File: config.mk
export PLATFORM = sky130hd
export DESIGN_NAME = ptw_engine
export DESIGN_NICKNAME = d
export VERILOG_FILES = /design/src/rtl/ptw_pkg.sv /design/src/rtl/ptw_addr_gen.sv /design/src/rtl/ptw_pte_check.sv /design/src/rtl/ptw_ctrl.sv /design/src/rtl/ptw_engine.sv
export SDC_FILE = /design/constraint.sdc
export NUM_CORES = 1
export LEC_CHECK = 0
export ABC_AREA = 1
export BUFFER_PORTS_ARGS = -buffer_cell sky130_fd_sc_hd__buf_2
export CELL_PAD_IN_SITES_DETAIL_PLACEMENT = 2
export CELL_PAD_IN_SITES_GLOBAL_PLACEMENT = 2
export CORE_UTILIZATION = 30
export CTS_BUF_LIST = sky130_fd_sc_hd__clkbuf_4
export DETAILED_ROUTE_END_ITERATION = 8
export GPL_ROUTABILITY_DRIVEN = 0
export HOLD_SLACK_MARGIN = 0.15
export MAX_ROUTING_LAYER = met4
export PLACE_DENSITY_LB_ADDON = 0.1
export SKIP_LAST_GASP = 1
export SLEW_MARGIN = 25
export SYNTH_ARGS = -nofsm -noshare
export SYNTH_HDL_FRONTEND = slang
export SYNTH_SLANG_ARGS = --single-unit
File: constraint.sdc
create_clock -name clk -period 3.8 [get_ports clk]
set_input_delay 0.76 -clock clk [delete_from_list [all_inputs] [get_ports clk]]
set_output_delay 0.76 -clock clk [all_outputs]
set_load 0.02 [all_outputs]
File: src/rtl/ptw_pkg.sv
package ptw_pkg;

    typedef enum logic [2:0] {
        ST_IDLE  = 3'd0,
        ST_REQ   = 3'd1,
        ST_WAIT  = 3'd2,
        ST_CHECK = 3'd3,
        ST_DONE  = 3'd4
    } ptw_state_e;

    typedef enum logic [1:0] {
        FLT_NONE = 2'b00,
        FLT_SEG  = 2'b01,
        FLT_PROT = 2'b10
    } ptw_fault_e;

    localparam int PTE_VALID_BIT = 0;
    localparam int PTE_READ_BIT  = 1;
    localparam int PTE_WRITE_BIT = 2;
    localparam int PTE_FLAG_BITS = 3;

    typedef struct packed {
        logic valid;
        logic rd;
        logic wr;
    } pte_flags_t;

    function automatic ptw_fault_e classify(pte_flags_t f, logic is_write);
        ptw_fault_e code;
        if (!f.valid)
            code = FLT_SEG;
        else if (is_write ? !f.wr : !f.rd)
            code = FLT_PROT;
        else
            code = FLT_NONE;
        return code;
    endfunction

endpackage

File: src/rtl/ptw_addr_gen.sv
module ptw_addr_gen #(
    parameter int PA_W          = 32,
    parameter int VPN_W         = 20,
    parameter int PTE_SIZE_LOG2 = 2
) (
    input  logic [PA_W-1:0]  base,
    input  logic [VPN_W-1:0] vpn,
    output logic [PA_W-1:0]  addr
);
    logic [PA_W-1:0] vpn_ext;
    logic [PA_W-1:0] offset;

    assign vpn_ext = PA_W'(vpn);
    assign offset  = vpn_ext << PTE_SIZE_LOG2;
    assign addr    = base + offset;
endmodule

File: src/rtl/ptw_pte_check.sv
module ptw_pte_check
    import ptw_pkg::*;
#(
    parameter int PTE_W = 32,
    parameter int PFN_W = 20
) (
    input  logic [PTE_W-1:0] pte,
    input  logic             is_write,
    output logic [PFN_W-1:0] pfn,
    output pte_flags_t       flags,
    output ptw_fault_e       code
);
    localparam int RSVD_W = PTE_W - PFN_W - PTE_FLAG_BITS;

    assign flags.valid = pte[PTE_VALID_BIT];
    assign flags.rd    = pte[PTE_READ_BIT];
    assign flags.wr    = pte[PTE_WRITE_BIT];
    assign pfn         = pte[PTE_W-1 -: PFN_W];
    assign code        = classify(flags, is_write);

    generate
        if (RSVD_W > 0) begin : g_rsvd
            logic [RSVD_W-1:0] rsvd_unused;
            assign rsvd_unused = pte[PTE_FLAG_BITS +: RSVD_W];
        end
    endgenerate
endmodule

File: src/rtl/ptw_ctrl.sv
module ptw_ctrl
    import ptw_pkg::*;
(
    input  logic clk,
    input  logic rst,
    input  logic miss_valid,
    input  logic mem_req_ready,
    input  logic mem_rsp_valid,
    output logic miss_take,
    output logic rsp_take,
    output logic chk_stage,
    output logic done_stage,
    output logic req_active,
    output logic busy
);
    ptw_state_e state_q, state_d;

    always_ff @(posedge clk) begin
        if (rst) state_q <= ST_IDLE;
        else     state_q <= state_d;
    end

    always_comb begin
        state_d = state_q;
        unique case (state_q)
            ST_IDLE:  if (miss_valid)    state_d = ST_REQ;
            ST_REQ:   if (mem_req_ready) state_d = ST_WAIT;
            ST_WAIT:  if (mem_rsp_valid) state_d = ST_CHECK;
            ST_CHECK: state_d = ST_DONE;
            ST_DONE:  state_d = ST_IDLE;
            default:  state_d = ST_IDLE;
        endcase
    end

    assign miss_take  = (state_q == ST_IDLE) && miss_valid;
    assign rsp_take   = (state_q == ST_WAIT) && mem_rsp_valid;
    assign chk_stage  = (state_q == ST_CHECK);
    assign done_stage = (state_q == ST_DONE);
    assign req_active = (state_q == ST_REQ);
    assign busy       = (state_q != ST_IDLE);
endmodule

File: src/rtl/ptw_engine.sv
module ptw_engine
    import ptw_pkg::*;
#(
    parameter int VA_W          = 32,
    parameter int PA_W          = 32,
    parameter int PAGE_SHIFT    = 12,
    parameter int PTE_W         = 32,
    parameter int PTE_SIZE_LOG2 = 2,
    localparam int VPN_W        = VA_W - PAGE_SHIFT,
    localparam int PFN_W        = PA_W - PAGE_SHIFT
) (
    input  logic             clk,
    input  logic             rst,
    input  logic             miss_valid,
    input  logic [VPN_W-1:0] miss_vpn,
    input  logic             miss_is_write,
    input  logic [PA_W-1:0]  pt_base,
    output logic             busy,
    output logic             mem_req_valid,
    output logic [PA_W-1:0]  mem_req_addr,
    input  logic             mem_req_ready,
    input  logic             mem_rsp_valid,
    input  logic [PTE_W-1:0] mem_rsp_data,
    output logic             fill_valid,
    output logic [VPN_W-1:0] fill_vpn,
    output logic [PFN_W-1:0] fill_pfn,
    output logic             fill_rd,
    output logic             fill_wr,
    output logic             done,
    output logic [1:0]       fault_code,
    output logic             retry
);
    logic miss_take, rsp_take, chk_stage, done_stage, req_active;

    logic [VPN_W-1:0] vpn_q;
    logic             wr_q;
    logic [PA_W-1:0]  addr_q, addr_d;
    logic [PTE_W-1:0] pte_q;
    ptw_fault_e       code_q, chk_code;
    logic [PFN_W-1:0] pfn_q, chk_pfn;
    pte_flags_t       flags_q, chk_flags;

    ptw_ctrl u_ctrl (
        .clk           (clk),
        .rst           (rst),
        .miss_valid    (miss_valid),
        .mem_req_ready (mem_req_ready),
        .mem_rsp_valid (mem_rsp_valid),
        .miss_take     (miss_take),
        .rsp_take      (rsp_take),
        .chk_stage     (chk_stage),
        .done_stage    (done_stage),
        .req_active    (req_active),
        .busy          (busy)
    );

    ptw_addr_gen #(
        .PA_W          (PA_W),
        .VPN_W         (VPN_W),
        .PTE_SIZE_LOG2 (PTE_SIZE_LOG2)
    ) u_addr (
        .base (pt_base),
        .vpn  (miss_vpn),
        .addr (addr_d)
    );

    ptw_pte_check #(
        .PTE_W (PTE_W),
        .PFN_W (PFN_W)
    ) u_check (
        .pte      (pte_q),
        .is_write (wr_q),
        .pfn      (chk_pfn),
        .flags    (chk_flags),
        .code     (chk_code)
    );

    always_ff @(posedge clk) begin
        if (rst) begin
            vpn_q   <= '0;
            wr_q    <= 1'b0;
            addr_q  <= '0;
            pte_q   <= '0;
            code_q  <= FLT_NONE;
            pfn_q   <= '0;
            flags_q <= '0;
        end else begin
            if (miss_take) begin
                vpn_q  <= miss_vpn;
                wr_q   <= miss_is_write;
                addr_q <= addr_d;
            end
            if (rsp_take)
                pte_q <= mem_rsp_data;
            if (chk_stage) begin
                code_q  <= chk_code;
                pfn_q   <= chk_pfn;
                flags_q <= chk_flags;
            end
        end
    end

    assign mem_req_valid = req_active;
    assign mem_req_addr  = addr_q;

    assign done       = done_stage;
    assign fault_code = done_stage ? code_q : FLT_NONE;
    assign fill_valid = done_stage && (code_q == FLT_NONE);
    assign retry      = done_stage && (code_q == FLT_NONE);
    assign fill_vpn   = vpn_q;
    assign fill_pfn   = pfn_q;
    assign fill_rd    = flags_q.rd;
    assign fill_wr    = flags_q.wr;
endmodule

==> summary.txt, run 1 <==
Outcome
  – Status: completed

Die
  – Top Ports: 171
  – Die height: 139.7 um
  – Placeable Area: 18270 um^2
  – Die ar.: 19500 um^2
  – Initial Util: 31.11%
  – Die width: 139.7 um
  – Row Count: 49

GRT
  – Gr usage total: 20.30%
  – Antenna violations before repair: 2
  – First-pass GRT wire length: 30330 um
  – Pin count of the biggest net entering global routing: 74
  – Vias in the first global route: 5992
  – Grt ovf: 0

Clocking
  – Clock buffer depth: 2
  – TritonCTS buffer count: 9
  – CTS root buf: clkbuf_4
  – TritonCTS clock tree: done
  – Sink Count: 103
  – Post-cts gate resize count: 0
  – CTS H-tree depth: 3
  – Clk slew on worst S/H paths: 0.18 ns
  – Count of hold-fix buffers inserted at cts: 0
  – Clk Latency, worst-skew pair: 0.49 ns
  – Post-CTS Repair Setup Buffers: 0

Min path
  – HP Class: flip-flop to flip-flop

Timing
  – Tcrit/Tclk final: 67.61%
  – Pins over their slew limit: 0
  – RSZ-0062 raised after global routing: false
  – Final Skew: 0.01588 ns
  – Fin. Hold Viols: 0
  – Min Tclk post-route: 2.569 ns
  – Setup TNS: 0 ns
  – Rel. slew slack: 37.63%
  – Final setup margin: 1.231 ns
  – Worst-Margin Slew: 0.9326 ns
  – Fmax: 0.3892 GHz
  – Hold WS: 0.4675 ns
  – Final setup fails: 0

Detailed routing
  – Antenna viol nets, final: 0
  – First-pass iteration count of the detailed router: 4
  – Residual DRC: 0
  – 1st-iter DRT viols: 110
  – Via Count: 5826
  – Final WL: 18790 um
  – Avg WL per Cell: 15.44 um
  – Routed vias/inst: 4.787

Pwr
  – Leakage: 3.568 nW
  – Design Power: 3.645 mW
  – Power Dens Cells: 535.5 nW/um^2
  – Peak supply drop: 245.7 uV

Place
  – DP HPWL: 14930 um
  – DP Cell Count: 1199
  – Area after DPL: 6645 um^2
  – Dpl ws: 0.9356 ns
  – Buffers on Ports: 161

Synth
  – Post-synth EDFFs: 0
  – Synth async-reset ratio: 0%
  – Post-synthesis sequential area ratio: 36.28%
  – Post-Syn Area: 5684 um^2
  – Synth Flop Type: dfxtp_1
  – Syn avg cell area: 6.807 um^2
  – Synth unique cells: 37
  – Post-synthesis net count: 946
  – Number of synthesized register bits: 103
  – Post-Synthesis Cells: 835
  – Yosys warns: 0

Finish
  – Most common cell after layout, fill and taps aside: nand2_1
  – Finished Layout Cells: 1217
  – Synth-to-layout area growth: 19.74%
  – Final core utilization: 37.26%
  – Share of cells above drive strength 1: 24.34%
  – Most frequent cells in the layout: 162 x nand2_1, 161 x buf_2, 121 x inv_1, 103 x dfxtp_1, 92 x nor2_1
  – Nets@finish: 1092
  – Fill count: 2310
  – Cell area after layout: 6807 um^2

Flow run
  – Max-Cap Viols: 0

Setup path
  – Kind of critical path: flip-flop to primary output
  – Critical path arrival: 1.81 ns
  – Worst setup SP type: flip-flop
  – Worst-path maximum fanout: 4
  – Req. time, crit path: 3.04 ns
  – CP Capture Type: primary output
-- final timing paths --
check,start,end,slack (ns),cells past startpoint
max reg2reg,u_ctrl.state_q[1],fill_pfn[16],1.78,5
min,pte_q[17],pte_q[17],0.47,2
max,u_ctrl.state_q[2],fill_valid,1.23,5
min reg2reg,pte_q[17],pte_q[17],0.47,2
-- registers in the layout (all words and copies together), names as in the netlist --
| name | count |
|---|---|
| code_q | 2 |
| fill_pfn | 20 |
| fill_rd | 1 |
| fill_vpn | 20 |
| fill_wr | 1 |
| mem_req_addr | 32 |
| pte_q | 23 |
| u_ctrl.state_q | 3 |
| wr_q | 1 |
-- area by class of cell --
class	count	area [um^2]	area share (%)
inverter	136	510.5	7.500
antenna	2	5.005	0.07353
tap	229	286.5	4.210
timing repair buffer	165	848.3	12.46
clock inverter	6	81.33	1.195
clock buffer	10	75.07	1.103
multi-input combinational	566	2938	43.16
sequential	103	2062	30.29
-- per-layer routing --
layer	track usage, %	wire length (um)	vias to the layer above
met5	-	0	-
met4	4.338	174	0
met3	5.919	1084	11
met2	34.86	9075	92
met1	23.34	8450	2785
li1	-	-	2938
-- critical path, cell delays in order (launching register included) --
cell,delay (ns)
dfxtp_1,0.50
inv_1,0.08
nor3_1,0.24
inv_1,0.12
nor3_1,0.17
buf_2,0.20
-- power by group --
part | switching (mW) | total, mW | internal (mW)
registers | 0.130 | 1.49 | 1.36
clock network | 0.438 | 0.657 | 0.219
logic | 1.02 | 1.50 | 0.476
-- synth_stat cells (2+ instances only) --
master    count  area share, %
nand2_1     162             11
inv_1       123            8.1
dfxtp_1     103             36
nor2_1       92            6.1
a21oi_1      64            5.6
o21ai_0      59            5.2
nand3_1      40            3.5
o21ai_1      29            2.6
ha_1         20            4.4
nand2_2      17            1.9
inv_2        13           0.86
o21a_1       12            1.6
o21bai_1     11            1.5
clkbuf_1     10           0.66
buf_2         9           0.79
nor2_2        9           0.99
xor2_1        9            1.4
nand4_1       8           0.88
nor3_1        7           0.62
nand3_2       6            1.1
buf_4         5           0.66
buf_6         4           0.79
a21oi_2       3           0.46
nor2_4        3           0.59
nor3_2        3           0.53
nor3_4        2           0.57
xnor2_1       2           0.31
-- kinds of logic (layout without fill, tap and decap cells) --
kind of cell | Yosys count | after routing | share of synthesized area, %
and+or+nand+nor | 350 | 350 | 27.60
AOI/OAI and AO/OA | 184 | 184 | 17.63
buffers and inverters | 166 | 317 | 12.04
DFF | 103 | 103 | 36.28
adders and majority gates | 21 | 21 | 4.755
xor gates and xnor gates | 11 | 11 | 1.695
other | 0 | 2 | 0
Power figures use the tool's default switching activity.
==> run 2, diff against run 1 <==
--- a/config.mk
+++ b/config.mk
@@ -5,11 +5,11 @@
 export SDC_FILE = /design/constraint.sdc
 export NUM_CORES = 1
 export LEC_CHECK = 0
-export ABC_AREA = 1
+export ABC_AREA = 0
 export BUFFER_PORTS_ARGS = -buffer_cell sky130_fd_sc_hd__buf_2
 export CELL_PAD_IN_SITES_DETAIL_PLACEMENT = 2
 export CELL_PAD_IN_SITES_GLOBAL_PLACEMENT = 2
-export CORE_UTILIZATION = 30
+export CORE_UTILIZATION = 28
 export CTS_BUF_LIST = sky130_fd_sc_hd__clkbuf_4
 export DETAILED_ROUTE_END_ITERATION = 8
 export GPL_ROUTABILITY_DRIVEN = 0
==> constraint.sdc (replaced) <==
create_clock -name clk -period 2.4 [get_ports clk]
set_input_delay 0.48 -clock clk [delete_from_list [all_inputs] [get_ports clk]]
set_output_delay 0.48 -clock clk [all_outputs]
set_load 0.02 [all_outputs]
==> run 2 against run 1 <==
  * First-iteration DRC count rose by 18%
  * Core utilization rose by 1.6 points
  * Global-route usage rose by 0.52 points
  * Critical path depth rose by 5
  * Critical path type is now primary input to flip-flop
==> summary.txt, run 2 <==
Detailed routing
  – Residual DRC: 0 (unchanged)
  – Avg WL per Cell: 17.08 um (+11%)
  – Met2 WL: 9039 um (-0.40%)
  – First-pass iteration count of the detailed router: 4 (unchanged)
  – Routed wl met3: 818 um (-25%)
  – Routed vias/inst: 5.000 (+4.4%)
  – 1st-iter DRT viols: 130 (+18%)
  – Via Count: 5225 (-10%)
  – Antenna viol nets, final: 0 (unchanged)
  – Final WL: 17850 um (-5.0%)
  – M1 WL: 7744 um (-8.4%)
  – DR top layer: met4

Clocking
  – TritonCTS clock tree: done
  – CTS root buf: clkbuf_4
  – TritonCTS buffer count: 9 (unchanged)
  – CTS H-tree depth: 3 (unchanged)
  – Clk slew on worst S/H paths: 0.20 ns (+0.02 ns)
  – Sink Count: 103 (unchanged)
  – Clock buffer depth: 2 (unchanged)
  – Post-cts gate resize count: 0 (unchanged)
  – Count of hold-fix buffers inserted at cts: 0 (unchanged)
  – Clk Latency, worst-skew pair: 0.51 ns (+0.02 ns)
  – Post-CTS Repair Setup Buffers: 0 (unchanged)

Die
  – Row Count: 47 (-4.1%)
  – Top Ports: 171 (unchanged)
  – Die height: 134.2 um (-3.9%)
  – Placeable Area: 16820 um^2 (-7.9%)
  – Initial Util: 29.10% (-2.0 points)
  – Die width: 134.2 um (-3.9%)
  – Die ar.: 18010 um^2 (-7.6%)

Synth
  – Syn avg cell area: 7.807 um^2 (+15%)
  – Post-synthesis compound-gate area fraction: 20.94% (+3.3 points)
  – Combinational family with the most area after synthesis: simple AND/OR/NAND/NOR gates
  – Yosys warns: 0 (unchanged)
  – Count leader, synth: nand2_1
  – Post-synthesis net count: 738 (-22%)
  – Post-synth EDFFs: 0 (unchanged)
  – Synth unique cells: 59 (+59%)
  – Post-synthesis sequential area ratio: 42.13% (+5.9 points)
  – Largest cells by area after synthesis: dfxtp_1 42%, nand2_1 13%, a21oi_1 10%
  – Mux contribution to synthesized area: 0.7157% (+0.72 points)
  – Synth Area in Simple Gates: 23.67% (-3.9 points)
  – Synth Area in Adders: 5.521% (+0.77 points)
  – Synth Flop Type: dfxtp_1
  – Synth cell count leaders: 174 x nand2_1, 103 x dfxtp_1, 101 x a21oi_1
  – Post-synth top area cell: dfxtp_1
  – Post-Synth XOR/XNOR Area: 3.042% (+1.3 points)
  – Post-Synthesis Cells: 627 (-25%)
  – Share of the synthesized area in the top cell type: 42.13% (+5.9 points)
  – Post-Syn Area: 4895 um^2 (-14%)
  – Synth async-reset ratio: 0% (unchanged)
  – Number of synthesized register bits: 103 (unchanged)

Setup path
  – Critical path arrival: 2.70 ns (+0.89 ns)
  – Worst setup SP type: primary input
  – Levels on crit path: 10 (+5)
  – Cell family with most CP delay: compound AO/OA/AOI/OAI gates
  – Kind of critical path: primary input to flip-flop
  – Slowest cell delay on critical path: 0.40 ns (-0.10 ns)
  – Worst-path maximum fanout: 9 (+5)
  – CP Cell Sequence: buf_2 -> ha_4 -> a211oi_2 -> o21ai_2 -> o2111ai_2 -> a21boi_2 -> a311o_1 -> o31a_2 -> mux2_4 -> nor3_2
  – Slowest-stage cell, CP: o31a_2
  – Buf+Inv Stages, Crit Path: 1 (-2)
  – R2R cell count: 5 (unchanged)
  – CP Capture Type: flip-flop
  – Req. time, crit path: 2.83 ns (-0.21 ns)
  – R2r setup slk: 0.26 ns (-1.52 ns)

GRT
  – Gr usage total: 20.82% (+0.52 points)
  – Grt ovf: 0 (unchanged)
  – First-pass GRT wire length: 28710 um (-5.3%)
  – Antenna violations before repair: 4 (+2)
  – Vias in the first global route: 5681 (-5.2%)
  – Pin count of the biggest net entering global routing: 57 (-23%)

Pwr
  – Int Power: 2.574 mW (+25%)
  – Clock power share: 25.5% (+7.5 points)
  – Peak supply drop: 246.8 uV (+0.44%)
  – Sw Share: 33.98% (-9.6 points)
  – Logic gate share of total power: 26.8% (-14 points)
  – Design Power: 3.899 mW (+7.0%)
  – Sw Pwr: 1.325 mW (-17%)
  – Leakage: 2.919 nW (-18%)
  – Power Dens Cells: 596.1 nW/um^2 (+11%)
  – Flop pwr share: 47.7% (+6.8 points)

Flow run
  – Max-Cap Viols: 0 (unchanged)

Place
  – Area after DPL: 6347 um^2 (-4.5%)
  – DP Cell Count: 1025 (-15%)
  – DP HPWL: 13640 um (-8.6%)
  – Buffers on Ports: 161 (unchanged)

Min path
  – HP Class: primary input to flip-flop
  – WHS Path Cells: 3 (+1)

Timing
  – Rel. slew slack: 75.32% (+38 points)
  – Fmax: 0.4420 GHz
  – Fin. Hold Viols: 0 (unchanged)
  – Hold WS: 0.2057 ns (-0.2617 ns)
  – Pins over their slew limit: 0 (unchanged)
  – Final Skew: 0.03586 ns (+0.01997 ns)
  – Min Tclk post-route: 2.262 ns
  – Final setup fails: 0 (unchanged)
  – Worst-Margin Slew: 0.3608 ns (-0.5718 ns)
  – Tcrit/Tclk final: 94.27%

Finish
  – Final core utilization: 38.89% (+1.6 points)
  – Synth-to-layout area growth: 33.64%
  – Nets@finish: 927 (-15%)
  – Share of cells above drive strength 1: 32.40% (+8.1 points)
  – Finished Layout Cells: 1045 (-14%)
  – Fill count: 2044 (-12%)
  – Multi-input gate area: 2751 um^2 (-6.3%)
  – Cell area after layout: 6541 um^2 (-3.9%)
  – Number of flip-flops in the largest register: 32 (unchanged)
  – Most frequent cells in the layout: 174 x nand2_1, 160 x buf_2, 103 x dfxtp_1, 100 x a21oi_1, 57 x buf_4
  – Most common cell after layout, fill and taps aside: nand2_1
  – Sequential Area: 2062 um^2 (unchanged)

Outcome
  – Status: completed
[run 2: power groups by stage]
stage	sequential, mW	combinational (mW)	clock (mW)
after floorplan	1.99	0.494	0
after global placement	1.89	1.00	0
after detailed placement	1.90	1.05	0
after CTS	1.86	1.06	1.04
after global routing	1.87	1.15	1.10
final	1.86	1.05	0.994
[run 2: path summary, 6_finish.rpt]
check                endpoint         startpoint
max          mem_req_addr[23]        miss_vpn[1]
min               fill_vpn[8]        miss_vpn[8]
max reg2reg  mem_req_addr[27]  u_ctrl.state_q[0]
min reg2reg      fill_pfn[12]          pte_q[24]
[run 2: through the flow]
step,setup WS (ns),TNS (ns)
2_1_floorplan,-0.07417,-0.2999
3_3_place_gp,-0.4045,-5.795
3_5_place_dp,-0.5005,-7.276
4_1_cts,0.05721,0
5_1_grt,-0.01155,-0.01155
6_report,0.1376,0
[run 2: area by class of cell]
type	instances	area share (%)
tap	220	4.208
sequential	103	31.52
inverter	8	0.4591
multi-input combinational	475	42.06
timing repair buffer	219	19.40
antenna	4	0.1530
clock buffer	10	1.148
clock inverter	6	1.052
[run 2: kinds of logic (layout without fill, tap and decap cells)]
kind of cell,count (synthesis),count (layout)
adder cells (fa/ha/maj),21,21
flip-flops,103,103
XOR/XNOR,17,17
multiplexers,3,3
other,0,4
buffers and inverters,49,243
AND/OR/NAND/NOR,267,267
AO/OA/AOI/OAI,167,167
[run 2: worst register-to-register path: stages (launching register included)]
cell and delay, ns:
dfxtp_1 0.41, inv_1 0.20, nand2_1 0.14, or3_2 0.55, or2_2 0.41, o311a_2 0.34
[run 2: metal layers]
layer,GRT usage (%),vias up
li1,-,2531
met1,24.27,2556
met2,36.18,119
met3,3.666,19
met4,6.554,0
met5,-,-
==> run 3, diff against run 2 <==
--- a/config.mk
+++ b/config.mk
@@ -5,7 +5,7 @@
 export SDC_FILE = /design/constraint.sdc
 export NUM_CORES = 1
 export LEC_CHECK = 0
-export ABC_AREA = 0
+export ABC_AREA = 1
 export BUFFER_PORTS_ARGS = -buffer_cell sky130_fd_sc_hd__buf_2
 export CELL_PAD_IN_SITES_DETAIL_PLACEMENT = 2
 export CELL_PAD_IN_SITES_GLOBAL_PLACEMENT = 2
==> run 3 against run 2 <==
  * Maximum frequency increased by 3.3%
  * Combinational power rose by 130%
  * First-iteration DRC count rose by 15%
  * Final cell count is 21% higher
  * Clock power fell by 7.3%
  * Critical endpoint is now fill_valid
==> summary.txt, run 3 (synthesis gave the netlist of run 1 again) <==
GRT
  – Pin count of the biggest net entering global routing: 74 (+30%)
  – Antenna violations before repair: 2 (-2)
  – First-pass GRT wire length: 30620 um (+6.6%)
  – Gr usage total: 19.64% (-1.2 points)
  – Vias in the first global route: 6195 (+9.0%)
  – Grt ovf: 0 (unchanged)

Die
  – Die width: 144.5 um (+7.6%)
  – Row Count: 51 (+8.5%)
  – Die ar.: 20870 um^2 (+16%)
  – Die height: 144.5 um (+7.6%)
  – Initial Util: 28.92% (-0.18 points)
  – Placeable Area: 19650 um^2 (+17%)
  – Top Ports: 171 (unchanged)

Clocking
  – CTS root buf: clkbuf_4
  – Clk slew on worst S/H paths: 0.18 ns (-0.02 ns)
  – TritonCTS clock tree: done
  – Clock buffer depth: 2 (unchanged)
  – Clk Latency, worst-skew pair: 0.50 ns (about the same)
  – TritonCTS buffer count: 9 (unchanged)
  – Sink Count: 103 (unchanged)
  – CTS H-tree depth: 3 (unchanged)
  – Post-CTS Repair Setup Buffers: 0 (unchanged)

Finish
  – Number of flip-flops in the largest register: 32 (unchanged)
  – Fill count: 2492 (+22%)
  – Most frequent cells in the layout: 162 x nand2_1, 161 x buf_2, 121 x inv_1, 102 x dfxtp_1, 92 x nor2_1
  – Nets@finish: 1100 (+19%)
  – Final core utilization: 35.16% (-3.7 points)
  – Synth-to-layout area growth: 21.57%
  – Cell area after layout: 6910 um^2 (+5.6%)
  – Share of cells above drive strength 1: 24.95% (-7.4 points)
  – Most common cell after layout, fill and taps aside: nand2_1

Pwr
  – Power Dens Cells: 823.7 nW/um^2 (+38%)
  – Peak supply drop: 641.0 uV (+160%)
  – Leakage: 3.606 nW (+24%)

Setup path
  – R2r setup slk: 0.53 ns (+0.27 ns)
  – Kind of critical path: flip-flop to primary output
  – CP Capture Type: primary output
  – Slowest cell delay on critical path: 0.44 ns (+0.04 ns)
  – Crit path top cell by count: inv_1
  – Worst setup SP type: flip-flop
  – Worst reg2reg path startpoint: u_ctrl.state_q[2]
  – Slowest-stage cell, CP: dfxtp_2
  – CP endpoint: fill_valid
  – Req. time, crit path: 1.92 ns (-0.91 ns)
  – CP Cell Sequence: inv_1 -> nor3_1 -> inv_1 -> nor3_2 -> buf_2
  – CP Launch Point: u_ctrl.state_q[2]
  – R2r endpoint: pte_q[2]
  – Critical path arrival: 1.71 ns (-0.99 ns)
  – Worst-path maximum fanout: 4 (-5)
  – R2R cell count: 4 (-1)

Min path
  – HP Class: primary input to flip-flop
  – HP Start: rst

Timing
  – RSZ-0062 raised after global routing: false
  – Fmax: 0.4565 GHz (+3.3%)
  – Final setup fails: 0 (unchanged)
  – Tcrit/Tclk final: 91.27% (-3.0 points)
  – Min Tclk post-route: 2.190 ns (-0.07190 ns)
  – Rel. slew slack: 44.65% (-31 points)
  – Final setup margin: 0.2095 ns (+0.07190 ns)
  – Setup TNS: 0 ns (unchanged)
  – Final Skew: 0.01615 ns (-0.01971 ns)
  – Fin. Hold Viols: 0 (unchanged)
  – Pins over their slew limit: 0 (unchanged)
  – Worst-Margin Slew: 0.8293 ns (+0.4685 ns)

Place
  – Dpl ws: 0.03101 ns (+0.5315 ns)
  – DP HPWL: 14910 um (+9.3%)
  – Area after DPL: 6753 um^2 (+6.4%)
  – Buffers on Ports: 161 (unchanged)

Detailed routing
  – 1st-iter DRT viols: 150 (+15%)
  – Avg WL per Cell: 15.13 um (-11%)
  – Final WL: 19090 um (+6.9%)
  – Via Count: 5875 (+12%)
  – Routed vias/inst: 4.659 (-6.8%)
  – Residual DRC: 0 (unchanged)
  – Antenna viol nets, final: 0 (unchanged)
  – First-pass iteration count of the detailed router: 4 (unchanged)

Outcome
  – Status: completed

Flow run
  – Max-Cap Viols: 0 (unchanged)
-- run 3: changes by cell type in the layout (fill, tap and decap cells not counted), moves of 15 or more --
cell	previous run	this run
nor2_1	29	92
inv_1	8	121
buf_4	57	8
nand2_2	0	17
a21oi_1	100	64
nand3_1	7	40
o21ai_0	7	59
o21ai_1	2	29
inv_2	0	15
-- run 3: stage by stage --
stage | cells | hold slack, ns | power, mW
floorplan | 835 | 0.4297 | 4.031
global placement | 1241 | 0.4435 | 4.797
detailed placement | 1241 | 0.4487 | 4.862
CTS | 1259 | 0.1726 | 5.828
global route | 1261 | 0.1884 | 6.158
finish | 1261 | 0.2069 | 5.692
-- run 3: where the power goes --
part           internal, mW  total, mW  switching (mW)
clock                 0.235      0.921           0.686
combinational         0.783       2.41            1.63
sequential             2.15       2.36           0.208
total                  3.17       5.69            2.52
-- run 3: repair_timing --
| item | CTS | global route |
|---|---|---|
| endpoints found under the hold margin | 2 | 0 |
| hold buffers | 2 | 0 |
| resized for setup | 0 | 1 |
| endpoints found under the setup margin | 0 | 3 |
-- run 3: cell type report --
type	instances	area (um^2)	share of cell area, %
Clock inverter	7	63.81	0.9234
Antenna cell	2	5.005	0.07242
Timing Repair Buffer	173	925.9	13.40
Multi-Input combinational cell	566	2943	42.59
Sequential cell	103	2063	29.86
Clock buffer	9	67.56	0.9777
Tap cell	265	331.6	4.798
Inverter	136	510.5	7.387
-- run 3: critical path, delay by kind of cell (launching register included) --
kind                   cells  cell delay [ns]
buffers and inverters      3             0.38
flip-flops                 1             0.44
AND/OR/NAND/NOR            2             0.38
-- run 3: per-layer routing --
layer	up-vias	share of wire, %	track usage [%]
li1	2960	-	-
met3	21	3.1	3.212
met4	0	1.3	5.596
met5	-	0	-
met1	2803	45	22.42
met2	91	50	35.15
-- run 3: how the worst min path moves through the flow --
stage,end,depth (start not counted)
6_report,u_ctrl.state_q[2],2
5_1_grt,code_q[1],2
4_1_cts,mem_req_addr[4],2
3_5_place_dp,pte_q[13],2
3_3_place_gp,fill_pfn[18],2
2_1_floorplan,pte_q[12],2
